File: src/rtl/pbus_pkg.sv
// Shared types for the parallel bus slave.
// Cycle codes are {cid, rd} as presented by the master.
package pbus_pkg;
    typedef enum logic [2:0] {
        CYC_TX_PUSH = 3'b000,
        CYC_RX_POP  = 3'b001,
        CYC_IADDR   = 3'b010,
        CYC_TX_FREE = 3'b011,
        CYC_SELECT  = 3'b100,
        CYC_RX_CNT  = 3'b101,
        CYC_REG_WR  = 3'b110,
        CYC_REG_RD  = 3'b111
    } cyc_kind_e;

    typedef enum logic [1:0] {
        ST_IDLE,
        ST_LEAD,
        ST_HOLD,
        ST_SKIP
    } hs_state_e;
endpackage

File: src/rtl/pbus_sync.sv
// Multi-stage synchroniser for a vector of asynchronous control lines.
// Assumes each bit is independently meaningful or that the lines are held
// stable around the enable edge by the bus protocol.
module pbus_sync #(
    parameter int W      = 4,
    parameter int STAGES = 2
) (
    input  logic         clk,
    input  logic         rst_n,
    input  logic [W-1:0] d,
    output logic [W-1:0] q
);
    logic [W-1:0] chain [STAGES];

    // Shift the inputs through the flop chain.
    always_ff @(posedge clk) begin
        if (!rst_n) begin
            for (int i = 0; i < STAGES; i++) chain[i] <= '0;
        end else begin
            chain[0] <= d;
            for (int i = 1; i < STAGES; i++) chain[i] <= chain[i-1];
        end
    end

    assign q = chain[STAGES-1];
endmodule

File: src/rtl/pbus_decode.sv
// Maps the synchronised cycle identifier and direction to a cycle kind.
// Purely combinational; assumes inputs come from pbus_sync.
module pbus_decode
    import pbus_pkg::*;
(
    input  logic [1:0] cid_s,
    input  logic       rd_s,
    output cyc_kind_e  kind,
    output logic       is_select,
    output logic       is_read
);
    // Form the 3-bit cycle code and its flags.
    always_comb begin
        kind      = cyc_kind_e'({cid_s, rd_s});
        is_select = (kind == CYC_SELECT);
        is_read   = rd_s;
    end
endmodule

File: src/rtl/pbus_fsm.sv
// Handshake sequencer: accepts a cycle when enable is seen high, handles
// listen state, raises request strobes, drives read data one clock ahead of
// the acknowledge and holds the acknowledge until enable is seen low.
// Assumes data bus is stable while enable is high (bus protocol).
module pbus_fsm
    import pbus_pkg::*;
#(
    parameter int DW = 8,
    parameter int AW = 4
) (
    input  logic          clk,
    input  logic          rst_n,
    input  logic          en_s,
    input  cyc_kind_e     kind,
    input  logic          is_select,
    input  logic          is_read,
    input  logic [DW-1:0] din,
    input  logic [AW-1:0] my_addr,
    input  logic [DW-1:0] rx_rdata,
    input  logic [DW-1:0] tx_free,
    input  logic [DW-1:0] rx_count,
    input  logic [DW-1:0] reg_rdata,
    output logic [DW-1:0] dout,
    output logic          doe,
    output logic          ack,
    output logic          listen,
    output logic          tx_push,
    output logic          rx_pop,
    output logic          iaddr_load,
    output logic          reg_write,
    output logic          reg_read,
    output logic [DW-1:0] wr_data,
    output logic          full_reset
);
    localparam int LISTEN_BIT = DW - 1;

    hs_state_e     state;
    logic          reset_pend;
    logic          addr_hit;
    logic [DW-1:0] rd_sel;

    // Compare the chip-select address field with our own address.
    always_comb addr_hit = (din[AW-1:0] == my_addr);

    // Choose the byte that a read cycle returns.
    always_comb begin
        unique case (kind)
            CYC_RX_POP:  rd_sel = rx_rdata;
            CYC_TX_FREE: rd_sel = tx_free;
            CYC_RX_CNT:  rd_sel = rx_count;
            CYC_REG_RD:  rd_sel = reg_rdata;
            default:     rd_sel = '0;
        endcase
    end

    // Handshake state, listen flag, strobes and data registers.
    always_ff @(posedge clk) begin
        if (!rst_n) begin
            state      <= ST_IDLE;
            listen     <= 1'b0;
            reset_pend <= 1'b0;
            dout       <= '0;
            doe        <= 1'b0;
            wr_data    <= '0;
            tx_push    <= 1'b0;
            rx_pop     <= 1'b0;
            iaddr_load <= 1'b0;
            reg_write  <= 1'b0;
            reg_read   <= 1'b0;
            full_reset <= 1'b0;
        end else begin
            tx_push    <= 1'b0;
            rx_pop     <= 1'b0;
            iaddr_load <= 1'b0;
            reg_write  <= 1'b0;
            reg_read   <= 1'b0;
            full_reset <= 1'b0;
            unique case (state)
                ST_IDLE: begin
                    if (en_s) begin
                        if (is_select) begin
                            if (addr_hit) begin
                                state <= ST_HOLD;
                                if (din[LISTEN_BIT])  listen <= 1'b1;
                                else if (listen)      listen <= 1'b0;
                                else                  reset_pend <= 1'b1;
                            end else begin
                                state <= ST_SKIP;
                            end
                        end else if (!listen) begin
                            state <= ST_SKIP;
                        end else if (is_read) begin
                            dout     <= rd_sel;
                            doe      <= 1'b1;
                            rx_pop   <= (kind == CYC_RX_POP);
                            reg_read <= (kind == CYC_REG_RD);
                            state    <= ST_LEAD;
                        end else begin
                            wr_data    <= din;
                            tx_push    <= (kind == CYC_TX_PUSH);
                            iaddr_load <= (kind == CYC_IADDR);
                            reg_write  <= (kind == CYC_REG_WR);
                            state      <= ST_HOLD;
                        end
                    end
                end
                ST_LEAD: state <= ST_HOLD;
                ST_HOLD: begin
                    if (!en_s) begin
                        state <= ST_IDLE;
                        doe   <= 1'b0;
                        if (reset_pend) begin
                            full_reset <= 1'b1;
                            reset_pend <= 1'b0;
                            dout       <= '0;
                            wr_data    <= '0;
                        end
                    end
                end
                default: begin
                    if (!en_s) state <= ST_IDLE;
                end
            endcase
        end
    end

    assign ack = (state == ST_HOLD);
endmodule

File: src/rtl/pbus_slave.sv
// Top of the parallel bus slave. Synchronises the master's control lines,
// decodes the cycle and runs the handshake sequencer. The data bus itself is
// not synchronised: the protocol keeps it stable while enable is high.
module pbus_slave #(
    parameter int DW          = 8,
    parameter int AW          = 4,
    parameter int SYNC_STAGES = 2
) (
    input  logic          clk,
    input  logic          rst_n,
    input  logic [AW-1:0] slave_addr,
    input  logic          bus_en,
    input  logic [1:0]    bus_cid,
    input  logic          bus_rd,
    input  logic [DW-1:0] bus_din,
    output logic [DW-1:0] bus_dout,
    output logic          bus_doe,
    output logic          ack_pull,
    output logic          listening,
    input  logic [DW-1:0] rx_rdata,
    input  logic [DW-1:0] tx_free,
    input  logic [DW-1:0] rx_count,
    input  logic [DW-1:0] reg_rdata,
    output logic          tx_push,
    output logic          rx_pop,
    output logic          iaddr_load,
    output logic          reg_write,
    output logic          reg_read,
    output logic [DW-1:0] wr_data,
    output logic          full_reset
);
    import pbus_pkg::*;

    localparam int CTRL_W = 4;

    logic [CTRL_W-1:0] ctrl_s;
    cyc_kind_e         kind;
    logic              is_select;
    logic              is_read;

    pbus_sync #(.W(CTRL_W), .STAGES(SYNC_STAGES)) u_sync (
        .clk   (clk),
        .rst_n (rst_n),
        .d     ({bus_en, bus_cid, bus_rd}),
        .q     (ctrl_s)
    );

    pbus_decode u_dec (
        .cid_s     (ctrl_s[2:1]),
        .rd_s      (ctrl_s[0]),
        .kind      (kind),
        .is_select (is_select),
        .is_read   (is_read)
    );

    pbus_fsm #(.DW(DW), .AW(AW)) u_fsm (
        .clk        (clk),
        .rst_n      (rst_n),
        .en_s       (ctrl_s[3]),
        .kind       (kind),
        .is_select  (is_select),
        .is_read    (is_read),
        .din        (bus_din),
        .my_addr    (slave_addr),
        .rx_rdata   (rx_rdata),
        .tx_free    (tx_free),
        .rx_count   (rx_count),
        .reg_rdata  (reg_rdata),
        .dout       (bus_dout),
        .doe        (bus_doe),
        .ack        (ack_pull),
        .listen     (listening),
        .tx_push    (tx_push),
        .rx_pop     (rx_pop),
        .iaddr_load (iaddr_load),
        .reg_write  (reg_write),
        .reg_read   (reg_read),
        .wr_data    (wr_data),
        .full_reset (full_reset)
    );
endmodule

File: config.mk
export PLATFORM = sky130hd
export DESIGN_NAME = pbus_slave
export DESIGN_NICKNAME = d
export VERILOG_FILES = /design/src/rtl/pbus_pkg.sv /design/src/rtl/pbus_sync.sv /design/src/rtl/pbus_decode.sv /design/src/rtl/pbus_fsm.sv /design/src/rtl/pbus_slave.sv
export SDC_FILE = /design/constraint.sdc
export NUM_CORES = 1
export LEC_CHECK = 0
export ABC_AREA = 1
export BUFFER_PORTS_ARGS = -buffer_cell sky130_fd_sc_hd__buf_2
export CAP_MARGIN = 20
export CORE_MARGIN = 5
export CORE_UTILIZATION = 52
export DETAILED_ROUTE_END_ITERATION = 16
export GPL_ROUTABILITY_DRIVEN = 0
export PLACE_DENSITY_LB_ADDON = 0.08
export REMOVE_ABC_BUFFERS = 1
export SLEW_MARGIN = 30
export SYNTH_ARGS = -nofsm -noshare
export SYNTH_HDL_FRONTEND = slang
export SYNTH_SLANG_ARGS = --single-unit
File: constraint.sdc
create_clock -name clk -period 2.1 [get_ports clk]
set_clock_uncertainty 0.1 [all_clocks]
set_input_delay 0.42 -clock clk [delete_from_list [all_inputs] [get_ports clk]]
set_output_delay 0.42 -clock clk [all_outputs]
set_load 0.01 [all_outputs]
==> results of run 1 <==
-- flip-flops by register name, summed over array words and instances (netlist names), 2 cells and up --
| signal | cells |
|---|---|
| u_fsm.dout | 8 |
| u_fsm.wr_data | 8 |
| u_sync.chain | 8 |
| u_fsm.state | 2 |
-- routing by layer --
metal	up-vias	share of wire, %	GRT usage (%)
li1	998	-	-
met1	867	44	23.1
met2	54	47	31.1
met3	5	7.5	6.38
met4	0	0.98	4.47
met5	-	0	0
-- final cells by class --
type                            count  area [um2]  share of cell area [%]
Inverter                           37         139                    6.11
Tap cell                           46        57.6                    2.53
Clock buffer                        7        55.1                    2.42
Clock inverter                      1        8.76                   0.385
Sequential cell                    35         701                    30.8
Multi-Input combinational cell    173         913                    40.2
Timing Repair Buffer               78         400                    17.6
-- power breakdown --
group | internal [mW] | switching (mW) | leakage, nW | total (mW)
clock network | 0.166 | 0.218 | 0.0355 | 0.384
registers | 0.677 | 0.00968 | 0.284 | 0.686
logic | 0.0766 | 0.113 | 0.825 | 0.190
total | 0.919 | 0.341 | 1.14 | 1.26
-- cell families (layout without fill, tap and decap cells) --
kind of cell / after synthesis / after routing / share of synthesized area [%]
buffers and inverters: 49 / 123 / 12.8
AO/OA/AOI/OAI: 38 / 38 / 12.5
AND/OR/NAND/NOR: 134 / 134 / 36.4
XOR/XNOR: 1 / 1 / 0.473
flip-flops: 35 / 35 / 37.9
-- critical path, cell delays in order (launching register included) --
cell	delay, ns
dfxtp_1	0.43
inv_2	0.08
nor2_2	0.18
buf_2	0.17
-- cell usage after synthesis (2+ instances only) --
master,instances,area share (%)
buf_2,5,1.4
nand2_2,5,1.7
a21oi_1,13,3.5
nand4_1,29,9.8
nor2_2,5,1.7
nor3_1,4,1.1
buf_6,4,2.4
nand3_1,12,3.2
clkbuf_1,2,0.41
nand3_2,2,1.1
o21ai_0,16,4.3
inv_1,35,7.1
inv_2,2,0.41
a21oi_2,8,3.8
nor2_1,14,2.8
dfxtp_1,35,38
nand2_1,58,12
-- final timing paths --
| path | startpoint | endpoint | slack [ns] |
|---|---|---|---|
| hold / removal | bus_cid[1] | u_sync.chain[0][2] | 0.15 |
| hold reg to reg | u_sync.chain[0][1] | u_sync.chain[0][5] | 0.33 |
| setup / recovery | u_fsm.state[1] | ack_pull | 0.37 |
| setup reg to reg | u_sync.chain[0][4] | u_fsm.dout[4] | 0.42 |
-- through the flow --
stage	power, mW	hold WS, ns
2_1_floorplan	0.807	0.290
3_3_place_gp	0.890	0.296
3_5_place_dp	0.892	0.304
4_1_cts	1.27	0.140
5_1_grt	1.34	0.128
6_report	1.26	0.153
-- layout by cell type, fill, tap and decap left out --
master and n:
buf_4 4, nor3_2 1, a21oi_1 13, o21ai_4 1
nand4_1 29, nand3_2 2, dfxtp_1 35, clkinv_4 1
nand2_4 1, nand2_1 58, xnor2_1 1, clkbuf_4 5
nor3_1 4, nand3_1 12, a21oi_2 8, buf_2 74
o21ai_0 16, inv_2 2, nor2_2 5, nor2_4 1
nor2_1 14, inv_1 35, nand2_2 5, nor4_1 1
clkbuf_8 1, nor2_8 1, clkbuf_1 1
==> results.py, run 1 <==
metrics = {
    "cts": {
        "root_buffer": "clkbuf_4",
        "cts_setup_buffers": 0,
        "cts_resized": 0,
        "cts_hold_buffers": 0,
        "cts_tree": "done",
        "clk_pin_slew_ns": 0.10,
        "clock-sinks": 35,
        "cts_buffers": 5,
        "htreeDepth": 2,
        "clk_latency_ns": 0.34,
        "clock_path_buffers": 2,
    },
    "routing": {
        "routed_wl_um": 4400,
        "route.detailed.drc": 0,
        "detail_route.wl_per_cell_um": 11.7,
        "drtPass1Iterations": 4,
        "antenna_left": 0,
        "viasPerCell": 5.10,
        "drt_iter0_markers": 151,
        "vias": 1924,
    },
    "cells_and_area": {
        "nets": 380,
        "layout-drive-gt1-share_pct": 33.8,
        "area_growth_pct": 22.9,
        "fillers": 315,
        "fin_util_pct": 67.1,
        "finalNonFillerCells": 377,
        "final_area_um2": 2270,
        "antennaDiodeCount": 0,
    },
    "grt": {
        "grt_use_total_pct": 18.7,
        "grt_max_degree": 21,
        "antenna_found_initial": 0,
        "grt_pass1_wl_um": 7640,
        "grt_remaining_overflow": 0,
        "grt_pass1_vias": 1718,
    },
    "sta": {
        "worst_slack_ns": 0.373,
        "hold_violations": 0,
        "period_share_pct": 82.2,
        "setup_viol_count_final": 0,
        "layout_min_cycle_time_ns": 1.73,
        "setup_tns_ns": 0,
        "worst_pin_slew_ns": 0.494,
        "timing.fmax_mhz": 579,
        "rsz0062_at_grt": "no",
        "slew_headroom_pct": 66.9,
        "slew_violations": 0,
    },
    "place": {
        "portBuffers": 74,
        "hpwl_um": 3380,
        "place_area_um2": 2210,
        "place_ws_ns": 0.484,
        "dp.cells": 369,
    },
    "synthesis": {
        "synth_seq_cells": 35,
        "synth_seq_area_share_pct": 37.9,
        "synth.distinct_cells": 25,
        "synth.cell_area_um2": 1850,
        "syn_avg_cell_area_um2": 7.20,
        "synth_cells": 257,
        "synth-main-ff-cell": "dfxtp_1",
        "synthArstFlopShare_pct": 0,
        "yosysWarnings": 0,
        "synth_edf_count": 0,
    },
    "floorplanning": {
        "initial_core_util_pct": 54.6,
        "ioPinCount": 75,
        "die_w_um": 69.7,
        "row_count": 21,
        "dieArea_um2": 4850,
        "core_area_um2": 3390,
        "fp.dieH_um": 69.7,
    },
    "setup_path": {
        "end_kind": "output pin",
        "crit_required_ns": 1.58,
        "crit_type": "reg -> out",
        "critical_path.max_fanout": 4,
        "r2r_cells": 5,
        "start_kind": "flip-flop",
        "worst_ep_arrival_time_ns": 1.21,
    },
    "worst_hold_path": {
        "hp-class": "in -> reg",
        "holdPathStages": 3,
    },
    "run": {
        "cap_violations": 0,
    },
    "power_and_ir_drop": {
        "powerDensity_nw_per_um2": 554,
        "ir_drop_uv": 414,
        "leakage_nw": 1.14,
    },
    "outcome": {
        "status": "finished clean",
    },
}
Note: power is estimated with default switching activity, not from simulation.
==> run 2: changes to the inputs <==
--- a/config.mk
+++ b/config.mk
@@ -9,7 +9,7 @@
 export BUFFER_PORTS_ARGS = -buffer_cell sky130_fd_sc_hd__buf_2
 export CAP_MARGIN = 20
 export CORE_MARGIN = 5
-export CORE_UTILIZATION = 52
+export CORE_UTILIZATION = 43
 export DETAILED_ROUTE_END_ITERATION = 16
 export GPL_ROUTABILITY_DRIVEN = 0
 export PLACE_DENSITY_LB_ADDON = 0.08
==> constraint.sdc (replaced) <==
create_clock -name clk -period 1.5 [get_ports clk]
set_clock_uncertainty 0.1 [all_clocks]
set_input_delay 0.3 -clock clk [delete_from_list [all_inputs] [get_ports clk]]
set_output_delay 0.3 -clock clk [all_outputs]
set_load 0.01 [all_outputs]
==> results.py, run 2 (synthesis gave the netlist of run 1 again) <==
metrics = {
    "grt": {
        "grt_pass1_vias": 1684,
        "grt_max_degree": 20,
        "grt_use_total_pct": 17.1,
        "grt_pass1_wl_um": 7460,
        "grt_remaining_overflow": 0,
        "antenna_found_initial": 0,
    },
    "sta": {
        "hold_violations": 0,
        "layout_min_cycle_time_ns": 1.43,
        "finalHoldWorstSlack_ns": 0.0834,
        "timing.fmax_mhz": 700,
        "slew_violations": 0,
        "worst_pin_slew_ns": 0.407,
        "setup_tns_ns": 0,
        "period_share_pct": 95.3,
        "setup_viol_count_final": 0,
        "rsz0062_at_grt": "yes",
        "slew_headroom_pct": 72.9,
    },
    "cells_and_area": {
        "area_growth_pct": 34.8,
        "fin_util_pct": 61.1,
        "final_cell_mix": "buf_2 (74), nand2_1 (58), inv_1 (35), dfxtp_1 (31), nand4_1 (29)",
        "final_common_cell": "buf_2",
        "fillers": 403,
        "layout-drive-gt1-share_pct": 37.9,
        "final_area_um2": 2490,
        "antennaDiodeCount": 0,
        "top_regs": "u_fsm.dout x8, u_fsm.wr_data x8, u_sync.chain x8",
        "finalNonFillerCells": 393,
        "nets": 392,
    },
    "floorplanning": {
        "core_area_um2": 4090,
        "initial_core_util_pct": 45.3,
        "fp.dieH_um": 75.6,
        "die_w_um": 75.6,
        "row_count": 23,
        "ioPinCount": 75,
        "dieArea_um2": 5720,
    },
    "setup_path": {
        "r2r_end": "u_fsm.wr_data[6]",
        "path_cells": "inv_2 -> nor2_4 -> buf_2",
        "reg2reg_slack_ns": 0.11,
        "crit_type": "reg -> out",
        "start_kind": "flip-flop",
        "worstReg2RegStart": "u_fsm.state[0]",
        "worst_ep_arrival_time_ns": 1.03,
        "slowest_delay_ns": 0.39,
        "critical_path.max_fanout": 4,
        "crit_required_ns": 1.10,
        "end_kind": "output pin",
        "cp_slowest_cell": "dfxtp_2",
        "path_delay_family": "flip-flops",
        "r2r_cells": 7,
        "path_buf_inv": 2,
    },
    "cts": {
        "clock-sinks": 35,
        "cts_buffers": 5,
        "clk_pin_slew_ns": 0.08,
        "cts_tree": "done",
        "clock_path_buffers": 2,
        "htreeDepth": 2,
        "clk_latency_ns": 0.29,
        "root_buffer": "clkbuf_8",
        "cts_setup_buffers": 0,
    },
    "worst_hold_path": {
        "holdPathStages": 3,
        "hp-class": "in -> reg",
        "min-delay-start": "bus_cid[1]",
        "holdPathEnd": "u_sync.chain[0][2]",
    },
    "run": {
        "cap_violations": 0,
    },
    "routing": {
        "drtPass1Iterations": 5,
        "viasPerCell": 4.87,
        "route.detailed.drc": 0,
        "drt_iter0_markers": 134,
        "detail_route.wl_per_cell_um": 12.1,
        "antenna_left": 0,
        "routed_wl_um": 4750,
        "vias": 1912,
    },
    "place": {
        "hpwl_um": 3610,
        "place_area_um2": 2340,
        "dp.cells": 385,
        "portBuffers": 74,
    },
    "power_and_ir_drop": {
        "ir_drop_uv": 792,
        "leakage_nw": 1.25,
        "powerDensity_nw_per_um2": 914,
    },
    "outcome": {
        "status": "finished clean",
    },
}
## run 2: metal layers
metal  up-vias  share of wire [%]  track usage (%)
li1       1020                  -                -
met5         -                  0                0
met3         9                6.6             3.69
met2        64                 46             24.5
met1       819                 46             24.5
met4         0                1.3             7.77
## run 2: worst register-to-register path: cells and delay by family (launching register included)
kind / cells / cell delay, ns
AND/OR/NAND/NOR: 5 / 0.57
flip-flops: 1 / 0.44
buffers and inverters: 1 / 0.10
AO/OA/AOI/OAI: 1 / 0.08
## run 2: final cells by class
type,count,area (um2),area share (%)
clock buffers,5,68.8,2.76
flip-flops and latches,35,706,28.3
repair buffers,90,528,21.2
multi-input cells,173,923,37.0
well taps,50,62.6,2.51
inverters,37,139,5.57
clock inverters,3,67.6,2.71
## run 2: how the worst max path moves through the flow
stage	from	endpoint	slack, ns	cells past startpoint
after floorplan	u_sync.chain[0][4]	u_fsm.dout[1]	-0.19	4
after global placement	u_fsm.state[0]	u_fsm.wr_data[6]	0.04	7
after detailed placement	u_fsm.state[0]	u_fsm.wr_data[4]	0.03	7
after CTS	u_fsm.state[0]	u_fsm.wr_data[1]	0.004	7
after global routing	u_fsm.state[1]	ack_pull	-0.002	3
final	u_fsm.state[1]	ack_pull	0.07	3
## run 2: report_power, final
group	total (mW)	leakage, nW	internal [mW]	switching, mW
registers	0.964	0.286	0.948	0.0164
logic	0.290	0.901	0.127	0.163
clock network	1.03	0.0644	0.663	0.364
## run 2: metrics by stage
| stage | setup WS (ns) | total power [mW] |
|---|---|---|
| 2_1_floorplan | -0.186 | 1.13 |
| 3_3_place_gp | 0.0375 | 1.27 |
| 3_5_place_dp | 0.0343 | 1.27 |
| 4_1_cts | 0.00380 | 2.30 |
| 5_1_grt | -0.00232 | 2.38 |
| 6_report | 0.0704 | 2.28 |
## run 2: repair_timing
| item | CTS | global route |
|---|---|---|
| pin swaps | 0 | 1 |
| resized for setup | 2 | 4 |
| setup endpoints to repair | 1 | 18 |
| hold buffers | 0 | 0 |
==> run 3: changes to the inputs <==
--- a/config.mk
+++ b/config.mk
@@ -9,7 +9,7 @@
 export BUFFER_PORTS_ARGS = -buffer_cell sky130_fd_sc_hd__buf_2
 export CAP_MARGIN = 20
 export CORE_MARGIN = 5
-export CORE_UTILIZATION = 43
+export CORE_UTILIZATION = 44
 export DETAILED_ROUTE_END_ITERATION = 16
 export GPL_ROUTABILITY_DRIVEN = 0
 export PLACE_DENSITY_LB_ADDON = 0.08
@@ -17,4 +17,5 @@
 export SLEW_MARGIN = 30
 export SYNTH_ARGS = -nofsm -noshare
 export SYNTH_HDL_FRONTEND = slang
+export SYNTH_HIERARCHICAL = 1
 export SYNTH_SLANG_ARGS = --single-unit
==> results.py, run 3 <==
metrics = {
    "power_and_ir_drop": {
        "p_switching_mw": 0.519,
        "ir_drop_uv": 496,
        "powerDensity_nw_per_um2": 793,
        "power.total_mw": 2.08,
        "leakage_nw": 1.51,
        "internal_power_mw": 1.56,
        "p_clk_share_pct": 39.9,
        "sequentialPowerShare_pct": 46.3,
        "p_comb_share_pct": 13.8,
        "power.switching_fraction_pct": 25.0,
    },
    "sta": {
        "timing.fmax_mhz": 693,
        "hold_violations": 0,
        "slew_violations": 0,
        "slew_headroom_pct": 79.4,
        "setup_viol_count_final": 0,
        "worst_pin_slew_ns": 0.307,
        "layout_min_cycle_time_ns": 1.44,
        "rsz0062_at_grt": "yes",
        "period_share_pct": 96.3,
    },
    "setup_path": {
        "endpoint": "ack_pull",
        "worst_ep_arrival_time_ns": 1.04,
        "r2r_end": "u_fsm/tx_push",
        "r2r_cells": 5,
        "reg2reg_slack_ns": 0.09,
        "crit_required_ns": 1.10,
        "crit_type": "reg -> out",
        "critical_path.max_fanout": 9,
        "crit_start": "u_fsm/state[0]",
        "worstReg2RegStart": "u_sync/chain[0][4]",
        "start_kind": "flip-flop",
        "end_kind": "output pin",
    },
    "cells_and_area": {
        "top_regs": "u_fsm/dout x8, u_fsm/wr_data x8, u_sync/chain x8",
        "fillers": 446,
        "area_growth_pct": 33.3,
        "layout-drive-gt1-share_pct": 34.7,
        "antennaDiodeCount": 0,
        "nets": 441,
        "final_common_cell": "buf_2",
        "final_cell_mix": "buf_2 (74), nor2_1 (71), inv_1 (60), nand2_1 (42), dfxtp_1 (29)",
        "final_area_um2": 2620,
    },
    "grt": {
        "grt_max_degree": 13,
        "grt_use_total_pct": 16.1,
        "antenna_found_initial": 0,
        "grt_remaining_overflow": 0,
        "grt_pass1_vias": 1841,
        "grt_pass1_wl_um": 7960,
    },
    "synthesis": {
        "yosysTopAreaCell": "dfxtp_1",
        "synth_most_common_cell": "nor2_1",
        "synth_cells": 311,
        "ys_top_cells_by_area": "dfxtp_1 (36%), nor2_1 (14%), inv_1 (12%)",
        "synth.distinct_cells": 30,
        "syn_avg_cell_area_um2": 6.32,
        "synth-main-ff-cell": "dfxtp_1",
        "synth_edf_count": 0,
        "synth_common_cells": "nor2_1 (71), inv_1 (62), nand2_1 (45)",
        "synth_seq_cells": 35,
        "netlist.area_leader.share_pct": 35.6,
        "synth_seq_area_share_pct": 35.6,
        "synthArstFlopShare_pct": 0,
        "yosysWarnings": 6,
        "synth.cell_area_um2": 1970,
    },
    "worst_hold_path": {
        "hp-class": "in -> reg",
    },
    "routing": {
        "antenna_left": 0,
        "routed_wl_um": 4910,
        "detail_route.wl_per_cell_um": 11.0,
        "drtPass1Iterations": 5,
        "drt_iter0_markers": 104,
        "route.detailed.drc": 0,
        "viasPerCell": 4.55,
        "vias": 2022,
    },
    "cts": {
        "root_buffer": "clkbuf_8",
        "clk_latency_ns": 0.28,
        "clock_path_buffers": 2,
        "clock-sinks": 35,
        "cts_buffers": 5,
        "clk_pin_slew_ns": 0.08,
        "cts_tree": "done",
        "htreeDepth": 2,
    },
    "place": {
        "hpwl_um": 3620,
        "portBuffers": 74,
        "place_area_um2": 2350,
    },
    "floorplanning": {
        "fp.dieH_um": 76.8,
        "row_count": 24,
        "die_w_um": 76.8,
        "ioPinCount": 75,
        "core_area_um2": 4350,
        "dieArea_um2": 5900,
        "initial_core_util_pct": 45.1,
    },
    "outcome": {
        "status": "finished clean",
    },
    "run": {
        "cap_violations": 0,
    },
}
-- run 3: cell count changes after synthesis, moves of 6 or more --
cell / before / now
nor2_1: 14 / 71
nand4_1: 29 / 1
inv_1: 35 / 62
o21ai_1: 0 / 16
o21ai_0: 16 / 2
nand2_1: 58 / 45
buf_4: 0 / 9
a21oi_2: 8 / 0
nor2_2: 5 / 11
-- run 3: cells by family after synthesis --
logic type	after synthesis	synth area share, %
and+or+nand+nor	164	38.3
DFF	35	35.6
buffers and inverters	81	17.9
AOI/OAI and AO/OA	31	8.15
-- run 3: layout make-up --
class | instances | area [um2] | share of cell area, %
clock inverter | 3 | 43.8 | 1.67
multi-input combinational | 196 | 993 | 37.9
timing repair buffer | 85 | 460 | 17.6
clock buffer | 5 | 68.8 | 2.63
sequential | 35 | 718 | 27.4
tap | 52 | 65.1 | 2.48
inverter | 68 | 270 | 10.3
-- run 3: worst min-delay path by stage --
stage,from,endpoint,slack [ns],depth (start not counted)
final,bus_en,u_sync/chain[0][3],0.09,3
after global placement,u_sync/chain[0][2],u_sync/chain[0][6],0.29,2
after floorplan,u_sync/chain[0][2],u_sync/chain[0][6],0.29,2
after global routing,bus_en,u_sync/chain[0][3],0.08,3
after detailed placement,u_sync/chain[0][1],u_sync/chain[0][5],0.30,2
after CTS,bus_en,u_sync/chain[0][3],0.08,3
-- run 3: critical path, cell delays in order (launching register included) --
cell     delay [ns]
dfxtp_4        0.37
inv_2          0.09
nand2_4        0.09
inv_8          0.08
buf_2          0.13
-- run 3: routing by layer --
metal | global-route usage, % | wire length (um) | vias to the layer above
li1 | - | - | 1092
met1 | 18.4 | 2010 | 851
met2 | 27.8 | 2400 | 73
met3 | 5.39 | 427 | 6
met4 | 5.94 | 70 | 0
met5 | 0 | 0 | -
-- run 3: power groups by stage --
| stage | registers, mW | clock network [mW] | logic [mW] |
|---|---|---|---|
| after floorplan | 0.986 | 0 | 0.140 |
| after global placement | 0.983 | 0 | 0.260 |
| after detailed placement | 0.984 | 0 | 0.261 |
| after CTS | 0.962 | 0.859 | 0.263 |
| after global routing | 0.965 | 0.914 | 0.323 |
| final | 0.962 | 0.830 | 0.286 |
-- run 3: per-stage QoR --
step	TNS [ns]	util, %	cells	hold WS (ns)	setup WS, ns
floorplan	0	-	298	0.286	0.0202
global placement	0	54.1	430	0.292	0.0154
detailed placement	-0.0440	54.1	430	0.295	-0.0110
CTS	0	56.9	438	0.0844	0.0167
global route	-0.0575	60.2	444	0.0751	-0.0162
finish	0	60.2	444	0.0916	0.0561
-- run 3: what timing repair did --
item                       in CTS  in global routing
setup endpoints to repair       9                 21
gates cloned                    0                  1
pin swaps                       0                  3
buffers inserted                0                  5
resized for setup               6                 27
hold buffers                    0                  0
